[config.mk]
export PLATFORM = sky130hd
export DESIGN_NAME = ecc_parity_gen
export DESIGN_NICKNAME = d
export VERILOG_FILES = /design/src/rtl/ecc_par_pkg.sv /design/src/rtl/ecc_byte_terms.sv /design/src/rtl/ecc_accum.sv /design/src/rtl/ecc_seq.sv /design/src/rtl/ecc_parity_gen.sv
export SDC_FILE = /design/constraint.sdc
export NUM_CORES = 1
export LEC_CHECK = 0
export ABC_CLOCK_PERIOD_IN_PS = 2790
export BUFFER_PORTS_ARGS = -buffer_cell sky130_fd_sc_hd__buf_2
export CAP_MARGIN = 20
export CORE_UTILIZATION = 39
export DETAILED_ROUTE_END_ITERATION = 12
export GPL_TIMING_DRIVEN = 1
export PLACE_DENSITY = 0.77
export SLEW_MARGIN = 30
export SYNTH_ARGS = -nofsm -noshare
export SYNTH_HDL_FRONTEND = slang
export SYNTH_SLANG_ARGS = --single-unit
[constraint.sdc]
create_clock -name clk -period 2.79 [get_ports clk]
set_clock_uncertainty 0.15 [all_clocks]
set_input_delay 0.279 -clock clk [delete_from_list [all_inputs] [get_ports clk]]
set_output_delay 0.279 -clock clk [all_outputs]
set_load 0.01 [all_outputs]
[src/rtl/ecc_par_pkg.sv]
package ecc_par_pkg;
   // chunk activity as seen by the sequencer
   typedef enum logic [1:0] {
      SEQ_IDLE  = 2'd0,
      SEQ_FULL  = 2'd1
   } seq_state_e;

   // number of chunks active for a mode setting
   function automatic int unsigned active_chunks(input logic big, input int unsigned n_max);
      return big ? n_max : 1;
   endfunction
endpackage

[src/rtl/ecc_byte_terms.sv]
module ecc_byte_terms #(
   parameter int DATA_W = 8,
   parameter int IDX_W  = 8,
   localparam int BP_W  = $clog2(DATA_W),
   localparam int PW    = BP_W + IDX_W
) (
   input  logic [DATA_W-1:0] data,
   input  logic [IDX_W-1:0]  idx,
   output logic [PW-1:0]     term_a,
   output logic [PW-1:0]     term_b
);
   logic row_par;

   always_comb begin
      row_par = ^data;
      term_a  = '0;
      term_b  = '0;
      // bit-position part of the address
      for (int k = 0; k < BP_W; k++) begin
         for (int b = 0; b < DATA_W; b++) begin
            if (((b >> k) & 1) == 1) term_a[k] = term_a[k] ^ data[b];
            else                     term_b[k] = term_b[k] ^ data[b];
         end
      end
      // byte-offset part: whole-byte parity steered by the offset bits
      for (int j = 0; j < IDX_W; j++) begin
         term_a[BP_W+j] = row_par &  idx[j];
         term_b[BP_W+j] = row_par & ~idx[j];
      end
   end
endmodule

[src/rtl/ecc_accum.sv]
module ecc_accum #(
   parameter int PW = 11
) (
   input  logic          clk,
   input  logic          rst_n,
   input  logic          clr,
   input  logic          en,
   input  logic [PW-1:0] term_a,
   input  logic [PW-1:0] term_b,
   output logic [PW-1:0] acc_a,
   output logic [PW-1:0] acc_b
);
   always_ff @(posedge clk or negedge rst_n) begin
      if (!rst_n) begin
         acc_a <= '0;
         acc_b <= '0;
      end else if (clr) begin
         acc_a <= '0;
         acc_b <= '0;
      end else if (en) begin
         acc_a <= acc_a ^ term_a;
         acc_b <= acc_b ^ term_b;
      end
   end
endmodule

[src/rtl/ecc_seq.sv]
module ecc_seq
   import ecc_par_pkg::*;
#(
   parameter int CHUNK_BYTES = 256,
   parameter int NUM_CHUNKS  = 2,
   localparam int IDX_W      = $clog2(CHUNK_BYTES),
   localparam int SEL_W      = (NUM_CHUNKS > 1) ? $clog2(NUM_CHUNKS) : 1,
   localparam int CNT_W      = IDX_W + SEL_W
) (
   input  logic             clk,
   input  logic             rst_n,
   input  logic             clr,
   input  logic             big_page,
   input  logic             din_valid,
   output logic             take,
   output logic [IDX_W-1:0] idx,
   output logic [SEL_W-1:0] sel,
   output logic             done
);
   localparam logic [CNT_W-1:0] LAST_BIG   = CNT_W'(NUM_CHUNKS*CHUNK_BYTES - 1);
   localparam logic [CNT_W-1:0] LAST_SMALL = CNT_W'(CHUNK_BYTES - 1);
   localparam logic [IDX_W-1:0] IDX_END    = IDX_W'(CHUNK_BYTES - 1);

   logic [CNT_W-1:0] cnt;
   logic [CNT_W-1:0] last;
   seq_state_e       st;

   assign last = big_page ? LAST_BIG : LAST_SMALL;
   assign take = din_valid & ~clr & (st != SEQ_FULL);
   assign idx  = cnt[IDX_W-1:0];
   assign sel  = cnt[CNT_W-1:IDX_W];

   always_ff @(posedge clk or negedge rst_n) begin
      if (!rst_n) begin
         cnt  <= '0;
         st   <= SEQ_IDLE;
         done <= 1'b0;
      end else if (clr) begin
         cnt  <= '0;
         st   <= SEQ_IDLE;
         done <= 1'b0;
      end else begin
         done <= take && (idx == IDX_END);
         if (take) begin
            if (cnt >= last) st  <= SEQ_FULL;
            else             cnt <= cnt + 1'b1;
         end
      end
   end
endmodule

[src/rtl/ecc_parity_gen.sv]
module ecc_parity_gen #(
   parameter int DATA_W      = 8,
   parameter int CHUNK_BYTES = 256,
   parameter int NUM_CHUNKS  = 2,
   localparam int BP_W       = $clog2(DATA_W),
   localparam int IDX_W      = $clog2(CHUNK_BYTES),
   localparam int PW         = BP_W + IDX_W,
   localparam int CODE_W     = ((2*PW + 7) / 8) * 8,
   localparam int SEL_W      = (NUM_CHUNKS > 1) ? $clog2(NUM_CHUNKS) : 1
) (
   input  logic                             clk,
   input  logic                             rst_n,
   input  logic                             clr,
   input  logic                             big_page,
   input  logic                             din_valid,
   input  logic [DATA_W-1:0]                din,
   output logic [NUM_CHUNKS-1:0][PW-1:0]    par_a,
   output logic [NUM_CHUNKS-1:0][PW-1:0]    par_b,
   output logic [NUM_CHUNKS-1:0][CODE_W-1:0] code,
   output logic                             chunk_done
);
   initial begin
      if ((1 << BP_W) != DATA_W)      $error("DATA_W must be a power of two");
      if ((1 << IDX_W) != CHUNK_BYTES) $error("CHUNK_BYTES must be a power of two");
      if ((1 << SEL_W) < NUM_CHUNKS)   $error("NUM_CHUNKS out of range");
   end

   logic             take;
   logic [IDX_W-1:0] idx;
   logic [SEL_W-1:0] sel;
   logic [PW-1:0]    term_a, term_b;

   ecc_seq #(.CHUNK_BYTES(CHUNK_BYTES), .NUM_CHUNKS(NUM_CHUNKS)) u_seq (
      .clk(clk), .rst_n(rst_n), .clr(clr), .big_page(big_page),
      .din_valid(din_valid), .take(take), .idx(idx), .sel(sel), .done(chunk_done)
   );

   ecc_byte_terms #(.DATA_W(DATA_W), .IDX_W(IDX_W)) u_terms (
      .data(din), .idx(idx), .term_a(term_a), .term_b(term_b)
   );

   for (genvar c = 0; c < NUM_CHUNKS; c++) begin : g_chunk
      logic          en_c;
      logic [PW-1:0] acc_a, acc_b;
      assign en_c = take && (sel == SEL_W'(c));
      ecc_accum #(.PW(PW)) u_acc (
         .clk(clk), .rst_n(rst_n), .clr(clr), .en(en_c),
         .term_a(term_a), .term_b(term_b), .acc_a(acc_a), .acc_b(acc_b)
      );
      assign par_a[c] = acc_a;
      assign par_b[c] = acc_b;
      assign code[c]  = CODE_W'({acc_b, acc_a});
   end
endmodule

==> flow_results.xml, run 1 <==
<?xml version="1.0" encoding="UTF-8"?>
<metrics>
  <group name="outcome">
    <metric name="status" unit="">finished clean</metric>
  </group>
  <group name="drt">
    <metric name="totalWireLength" unit="mm">6.78</metric>
    <metric name="wire_length_on_met2" unit="mm">3.30</metric>
    <metric name="detail_route.first_pass.iterations" unit="">4</metric>
    <metric name="antenna_left" unit="">0</metric>
    <metric name="drt_iter0_markers" unit="">144</metric>
    <metric name="met1Wirelength" unit="mm">3.01</metric>
    <metric name="routed-wl-met3" unit="um">419</metric>
    <metric name="maxUsedRoutingLayer" unit="">met4</metric>
    <metric name="wire_per_inst" unit="um">14.5</metric>
    <metric name="post_drt_via_cell_ratio" unit="">5.27</metric>
    <metric name="detailroute.via_count" unit="">2458</metric>
    <metric name="route.detailed.drc" unit="">0</metric>
  </group>
  <group name="worst_setup_path">
    <metric name="timing.rr.start" unit="">u_seq.cnt[1]</metric>
    <metric name="critPathMaxFanout" unit="">33</metric>
    <metric name="data_arrival_at_the_endpoint_of_the_critical_path" unit="ns">2.19</metric>
    <metric name="setup.worst_path.end_class" unit="">flop</metric>
    <metric name="critical_path_required" unit="ns">2.83</metric>
    <metric name="critPathLaunch" unit="">din[0]</metric>
    <metric name="startpoint_type" unit="">input pin</metric>
    <metric name="worstSetupPathType" unit="">input pin to flop</metric>
  </group>
  <group name="synth">
    <metric name="post_synth_instance_area" unit="mm2">0.00313</metric>
    <metric name="synthesis.yosys.warnings" unit="">0</metric>
    <metric name="ys_types" unit="">37</metric>
    <metric name="synth_cells" unit="">316</metric>
    <metric name="yosys_register_bits" unit="">55</metric>
    <metric name="synth-async-reset-ratio" unit="">1.00</metric>
    <metric name="synth_compound_area_frac" unit="">0.178</metric>
    <metric name="post_synth_edffs" unit="">0</metric>
    <metric name="post_synth_fa_ha_maj_area_fraction" unit="">0.00800</metric>
    <metric name="synthXorXnorAreaFrac" unit="">0.0948</metric>
    <metric name="seq_area_frac_synth" unit="">0.440</metric>
    <metric name="synthSimpleGateAreaFrac" unit="">0.108</metric>
    <metric name="ys_dominant_reg_cell" unit="">dfrtp_1</metric>
    <metric name="synth.mux.area_fraction" unit="">0.00360</metric>
    <metric name="dominant_combinational_cell_family_by_area_after_synthesis" unit="">compound AO/OA/AOI/OAI gates</metric>
    <metric name="synth.avg_cell_area" unit="um2">9.89</metric>
  </group>
  <group name="power">
    <metric name="peakVddDrop" unit="V">0.000225</metric>
    <metric name="power.share.combinational" unit="">0.234</metric>
    <metric name="power.sequential.fraction" unit="">0.512</metric>
    <metric name="cell_internal_pwr" unit="mW">1.15</metric>
    <metric name="total_power" unit="mW">1.72</metric>
    <metric name="static-leakage-power" unit="nW">1.73</metric>
    <metric name="p_switching" unit="uW">565</metric>
    <metric name="power_density" unit="mW/mm2">496</metric>
    <metric name="relative_contribution_of_the_clock_network_to_total_power" unit="">0.255</metric>
    <metric name="netSwitchingFraction" unit="">0.329</metric>
  </group>
  <group name="timing">
    <metric name="setup_slack" unit="ns">0.649</metric>
    <metric name="fin_tns_setup" unit="ns">0</metric>
    <metric name="timing.slew.headroom" unit="">0.455</metric>
    <metric name="finalSetupViolCount" unit="">0</metric>
    <metric name="tightest_pin_transition" unit="ns">0.817</metric>
    <metric name="grt_setup_unrepaired" unit="">no</metric>
    <metric name="timing.final.max_slew_violations" unit="">0</metric>
    <metric name="period_share" unit="">0.767</metric>
    <metric name="min_period" unit="ns">2.14</metric>
    <metric name="finalHoldViolations" unit="">0</metric>
    <metric name="max_clock_freq" unit="MHz">467</metric>
  </group>
  <group name="clock_tree">
    <metric name="cts-root-to-sink-buffers" unit="">2</metric>
    <metric name="cts.sinks" unit="">55</metric>
    <metric name="cts_buffers" unit="">5</metric>
    <metric name="clk_pin_slew_worst_paths" unit="ns">0.09</metric>
    <metric name="cts_htree_levels" unit="">2</metric>
    <metric name="tritoncts" unit="">yes</metric>
    <metric name="setup_bufs_post_cts" unit="">0</metric>
    <metric name="postCtsHoldBufs" unit="">1</metric>
    <metric name="cts_resized" unit="">0</metric>
    <metric name="ctsRootBufferMaster" unit="">clkbuf_8</metric>
    <metric name="clk_latency" unit="ns">0.32</metric>
  </group>
  <group name="floorplanning">
    <metric name="die-area" unit="mm2">0.00838</metric>
    <metric name="floorplan.core_area" unit="mm2">0.00773</metric>
    <metric name="fp.dieH" unit="um">91.5</metric>
    <metric name="floorplan.rows" unit="">32</metric>
    <metric name="initial_core_util" unit="">0.405</metric>
    <metric name="top_level_ports" unit="">106</metric>
    <metric name="chipWidth" unit="um">91.5</metric>
  </group>
  <group name="placed_design">
    <metric name="gp_routability_congestion" unit="">0.765</metric>
    <metric name="dp_slack" unit="ns">0.334</metric>
    <metric name="buffer_ports.inserted" unit="">101</metric>
    <metric name="placedInstanceArea" unit="mm2">0.00337</metric>
    <metric name="hpwlAfterDp" unit="mm">4.72</metric>
  </group>
  <group name="final_layout">
    <metric name="fin_nets" unit="">378</metric>
    <metric name="layout_common_cells" unit="">101 x buf_2, 55 x dfrtp_1, 23 x nor2_1, 23 x o311ai_0, 23 x o41ai_1</metric>
    <metric name="final_common_cell" unit="">buf_2</metric>
    <metric name="antenna-diode-count" unit="">0</metric>
    <metric name="area.growth.synth_to_final" unit="%">10.8</metric>
    <metric name="layout.filler_cells" unit="">765</metric>
    <metric name="drive_gt1_frac" unit="">0.341</metric>
    <metric name="fin_area" unit="mm2">0.00346</metric>
  </group>
  <group name="grt">
    <metric name="number_of_antenna_violations_at_the_first_check_in_global_routing" unit="">0</metric>
    <metric name="grt_overflow" unit="">0</metric>
    <metric name="grt_first_pass_wirelength" unit="mm">11.3</metric>
    <metric name="grt_pass1_vias" unit="">2237</metric>
    <metric name="grt_start_max_net_pins" unit="">38</metric>
    <metric name="groute.usage.overall" unit="">0.170</metric>
  </group>
  <group name="worst_hold_path">
    <metric name="worst_hold_path_type" unit="">input pin to flop</metric>
    <metric name="hp-start" unit="">clr</metric>
  </group>
  <group name="job">
    <metric name="cap_viol_max_count" unit="">0</metric>
  </group>
</metrics>
==> cell usage after synthesis (2+ instances only) <==
| cell type | number | share of area |
|---|---|---|
| inv_1 | 10 | 0.012 |
| buf_4 | 48 | 0.12 |
| and2_1 | 2 | 0.0040 |
| or3_1 | 5 | 0.010 |
| buf_6 | 3 | 0.011 |
| xor2_1 | 17 | 0.048 |
| a21oi_1 | 10 | 0.016 |
| nor4_1 | 4 | 0.0080 |
| ha_1 | 2 | 0.0080 |
| xnor2_1 | 15 | 0.042 |
| clkbuf_1 | 15 | 0.018 |
| or4_1 | 3 | 0.0072 |
| o311ai_0 | 23 | 0.064 |
| o21ai_0 | 6 | 0.0096 |
| nor2_1 | 23 | 0.028 |
| nand3_1 | 3 | 0.0048 |
| o31ai_1 | 4 | 0.0096 |
| buf_1 | 5 | 0.0060 |
| o41ai_1 | 23 | 0.064 |
| dfrtp_1 | 55 | 0.44 |
| nand2_1 | 21 | 0.025 |
| nor3_1 | 2 | 0.0032 |
| buf_2 | 3 | 0.0048 |
==> power groups by stage <==
stage	Combinational, mW	Clock [mW]	Sequential [mW]
after floorplan	0.310	0	0.901
after global placement	0.390	0	0.892
after detailed placement	0.401	0	0.896
after CTS	0.403	0.451	0.880
after global routing	0.443	0.486	0.887
final	0.402	0.437	0.880
==> logic make-up after synthesis <==
family / Yosys count
xor+xnor: 33
other cells: 1
simple gates: 70
compound gates: 70
mux: 1
buf+inv: 84
fa+ha+maj: 2
flops: 55
==> metrics by stage <==
stage / hold WS [ns] / std cells / utilization
after global placement: 0.255 / 457 / 0.436
after floorplan: -0.167 / 319 / -
after CTS: 0.0600 / 466 / 0.448
after global routing: 0.0706 / 466 / 0.448
after detailed placement: 0.273 / 457 / 0.436
final: 0.0671 / 466 / 0.448
==> critical path, stage by stage <==
cell and delay [ns]:
buf_2 0.12, xor2_1 0.20, xnor2_1 0.10, buf_4 0.16, xnor2_4 0.63, buf_4 0.40
o311ai_0 0.17, o41ai_1 0.13
==> flip-flops by register name, summed over array words and instances (netlist names) <==
register	flops
g_chunk.u_acc.acc_a	22
g_chunk.u_acc.acc_b	22
u_seq.cnt	9
u_seq.done	1
u_seq.st	1
==> area by class of cell <==
cell class                 instances  area, um2  area share
timing repair buffer             111        583       0.168
inverter                          10       37.5      0.0108
multi-input combinational        180       1250       0.361
sequential                        55       1380       0.397
tap                              102        128      0.0368
clock inverter                     3       20.0     0.00578
clock buffer                       5       68.8      0.0199
==> routing by layer <==
layer	global-route usage	vias up
li1	-	1175
met1	0.234	1170
met2	0.274	108
met3	0.0335	5
met4	0.0423	0
met5	0	-
==> path summary, 6_finish.rpt <==
kind                                        endpoint  slack [ns]  cells after the start
max in group asynchronous  g_chunk[0].u_acc.acc_a[5]        1.40                      3
setup reg to reg                        u_seq.cnt[5]        0.66                      6
hold reg to reg            g_chunk[0].u_acc.acc_b[8]        0.35                      1
setup / recovery           g_chunk[0].u_acc.acc_b[7]        0.65                      8
hold / removal                          u_seq.cnt[2]        0.07                      2
min in group asynchronous               u_seq.cnt[3]        0.43                      2
Power figures use the tool's default switching activity.
==> run 2, diff against run 1 <==
ABC_CLOCK_PERIOD_IN_PS = 1800   (was 2790)
PLACE_DENSITY = 0.79   (was 0.77)
clock period = 1.8 ns   (was 2.79 ns; I/O delays follow)
==> run 2 against run 1 <==
  * The flow now finishes with violations (negative setup slack)
  * Flip-flop and latch count is the same
  * Critical path depth down 1
  * Combinational power is 100% higher
  * Utilization up 5.7 points
==> flow_results.xml, run 2 (same netlist as run 1, synthesis figures left out) <==
<?xml version="1.0" encoding="UTF-8"?>
<metrics>
  <group name="power">
    <metric name="total_power" unit="mW">3.13</metric>
    <metric name="power_density" unit="mW/mm2">802</metric>
    <metric name="peakVddDrop" unit="V">0.000484</metric>
    <metric name="static-leakage-power" unit="nW">1.94</metric>
  </group>
  <group name="worst_setup_path">
    <metric name="critPathMaxFanout" unit="">4</metric>
    <metric name="crit_cells" unit="">7</metric>
    <metric name="worst_r2r_path_cells" unit="">7</metric>
    <metric name="setup.worst_path.end_class" unit="">flop</metric>
    <metric name="timing.critical_path.slowest_cell_delay" unit="ns">0.43</metric>
    <metric name="timing.critical_path.cells" unit="">nor3b_4 -&gt; buf_4 -&gt; nand4_1 -&gt; buf_6 -&gt; nor4_4 -&gt; xnor2_1 -&gt; nor2_1</metric>
    <metric name="startpoint_type" unit="">flop</metric>
    <metric name="critical-path-slowest-cell" unit="">dfrtp_1</metric>
    <metric name="worst-path-buf-inv" unit="">2</metric>
    <metric name="worstSetupPathType" unit="">flop to flop</metric>
    <metric name="crit_path_leading_delay_family" unit="">simple AND/OR/NAND/NOR gates</metric>
    <metric name="data_arrival_at_the_endpoint_of_the_critical_path" unit="ns">1.93</metric>
    <metric name="critical_path_required" unit="ns">1.86</metric>
  </group>
  <group name="grt">
    <metric name="grt_pass1_vias" unit="">2329</metric>
    <metric name="grt_overflow" unit="">0</metric>
    <metric name="grt_start_max_net_pins" unit="">56</metric>
    <metric name="grt_first_pass_wirelength" unit="mm">11.5</metric>
    <metric name="number_of_antenna_violations_at_the_first_check_in_global_routing" unit="">0</metric>
    <metric name="groute.usage.overall" unit="">0.175</metric>
  </group>
  <group name="worst_hold_path">
    <metric name="hold-path-cell-count" unit="">3</metric>
    <metric name="worst_hold_path_type" unit="">input pin to flop</metric>
  </group>
  <group name="timing">
    <metric name="finalSetupViolCount" unit="">6</metric>
    <metric name="timing.final.max_slew_violations" unit="">0</metric>
    <metric name="fin_tns_setup" unit="ns">-0.219</metric>
    <metric name="grt_setup_unrepaired" unit="">yes</metric>
    <metric name="period_share" unit="">1.04</metric>
    <metric name="finalHoldViolations" unit="">0</metric>
    <metric name="min_period" unit="ns">1.87</metric>
    <metric name="timing.slew.headroom" unit="">0.490</metric>
    <metric name="tightest_pin_transition" unit="ns">0.765</metric>
    <metric name="setup_slack" unit="ns">-0.0701</metric>
    <metric name="max_clock_freq" unit="MHz">535</metric>
  </group>
  <group name="final_layout">
    <metric name="final_common_cell" unit="">buf_2</metric>
    <metric name="drive_gt1_frac" unit="">0.417</metric>
    <metric name="regArea" unit="mm2">0.00138</metric>
    <metric name="fin_nets" unit="">407</metric>
    <metric name="layout_common_cells" unit="">101 x buf_2, 55 x dfrtp_1, 31 x buf_4, 23 x o41ai_1, 22 x nor2_1</metric>
    <metric name="multiInputGateArea" unit="mm2">0.00137</metric>
    <metric name="antenna-diode-count" unit="">0</metric>
    <metric name="layout.filler_cells" unit="">716</metric>
    <metric name="registers_with_the_most_flip_flops" unit="">g_chunk.u_acc.acc_a (22), g_chunk.u_acc.acc_b (22), u_seq.cnt (9)</metric>
    <metric name="area.growth.synth_to_final" unit="%">25.0</metric>
  </group>
  <group name="drt">
    <metric name="wire_per_inst" unit="um">14.9</metric>
    <metric name="detail_route.first_pass.iterations" unit="">5</metric>
    <metric name="route.detailed.drc" unit="">0</metric>
    <metric name="totalWireLength" unit="mm">7.40</metric>
    <metric name="drt_iter0_markers" unit="">169</metric>
    <metric name="post_drt_via_cell_ratio" unit="">5.38</metric>
    <metric name="antenna_left" unit="">0</metric>
    <metric name="detailroute.via_count" unit="">2661</metric>
  </group>
  <group name="placed_design">
    <metric name="buffer_ports.inserted" unit="">101</metric>
    <metric name="hpwlAfterDp" unit="mm">5.04</metric>
    <metric name="gp_routability_congestion" unit="">0.841</metric>
  </group>
  <group name="clock_tree">
    <metric name="tritoncts" unit="">yes</metric>
    <metric name="clk_pin_slew_worst_paths" unit="ns">0.10</metric>
    <metric name="cts_htree_levels" unit="">2</metric>
    <metric name="clk_latency" unit="ns">0.32</metric>
    <metric name="cts.sinks" unit="">55</metric>
    <metric name="cts_buffers" unit="">5</metric>
    <metric name="cts-root-to-sink-buffers" unit="">2</metric>
    <metric name="ctsRootBufferMaster" unit="">clkbuf_8</metric>
  </group>
  <group name="floorplanning">
    <metric name="top_level_ports" unit="">106</metric>
    <metric name="chipWidth" unit="um">91.5</metric>
    <metric name="fp.dieH" unit="um">91.5</metric>
    <metric name="die-area" unit="mm2">0.00838</metric>
    <metric name="initial_core_util" unit="">0.405</metric>
    <metric name="floorplan.core_area" unit="mm2">0.00773</metric>
    <metric name="floorplan.rows" unit="">32</metric>
  </group>
  <group name="outcome">
    <metric name="failed_checks" unit="">negative setup slack</metric>
    <metric name="status" unit="">complete, but fails checks</metric>
  </group>
  <group name="job">
    <metric name="cap_viol_max_count" unit="">0</metric>
  </group>
</metrics>
[run 2: cell types whose count changed in the layout (fill, tap and decap cells not counted), sizes merged]
cell         before  now
clkbuf            5    6
dlygate4sd3       1    2
clkinv            1    0
buf             110  138
clkinvlp          2    0
bufinv            0    2
[run 2: stage by stage]
stage,cell area [um2],worst slack [ns],cells,hold WS [ns],utilization
final,3910,-0.0701,495,0.164,0.506
after global routing,3910,-0.135,495,0.165,0.506
after CTS,3840,-0.0177,493,0.157,0.497
after detailed placement,3640,-0.330,483,0.0504,0.471
after global placement,3640,-0.223,483,0.0432,0.471
after floorplan,3170,-0.0132,319,-0.266,-
[run 2: worst register-to-register path: stages (launching register included)]
cell and delay [ns]:
dfrtp_1 0.43, nor3b_4 0.29, buf_4 0.17, nand4_1 0.11, buf_6 0.16, nor4_4 0.23
xnor2_1 0.16, nor2_1 0.06
[run 2: final timing paths]
check / startpoint / endpoint / slack (ns)
hold / removal: clr / g_chunk[1].u_acc.acc_a[5] / 0.16
max in group asynchronous: rst_n / g_chunk[1].u_acc.acc_a[4] / 1.02
min in group asynchronous: rst_n / g_chunk[0].u_acc.acc_a[1] / 0.24
setup / recovery: u_seq.st[0] / u_seq.cnt[5] / -0.07
hold reg to reg: g_chunk[0].u_acc.acc_b[10] / g_chunk[0].u_acc.acc_b[10] / 0.36
setup reg to reg: u_seq.st[0] / u_seq.cnt[5] / -0.07
[run 2: layout make-up]
type	count	area share
Multi-Input combinational cell	180	0.351
Timing Repair Buffer	140	0.220
Clock inverter	2	0.0154
Inverter	10	0.00960
Sequential cell	55	0.352
Clock buffer	6	0.0186
Tap cell	102	0.0327
[run 2: repair_timing]
item	CTS	global route
setup endpoints to repair	20	44
hold endpoints to repair	56	0
hold buffers	2	0
gates resized for setup	9	30
pin swaps	2	6
setup buffers	0	2
[run 2: per-layer routing]
layer	vias to the layer above	wire, um	track usage	share of wire
li1	1232	-	-	-
met1	1285	3140	0.227	0.42
met2	131	3570	0.286	0.48
met3	13	544	0.0352	0.074
met4	0	152	0.0701	0.021
met5	-	0	0	0
[run 2: where the power goes]
| group | switching, mW | internal (mW) | leakage (nW) |
|---|---|---|---|
| Combinational | 0.461 | 0.359 | 1.12 |
| Sequential | 0.0607 | 1.30 | 0.759 |
| Clock | 0.402 | 0.556 | 0.0654 |
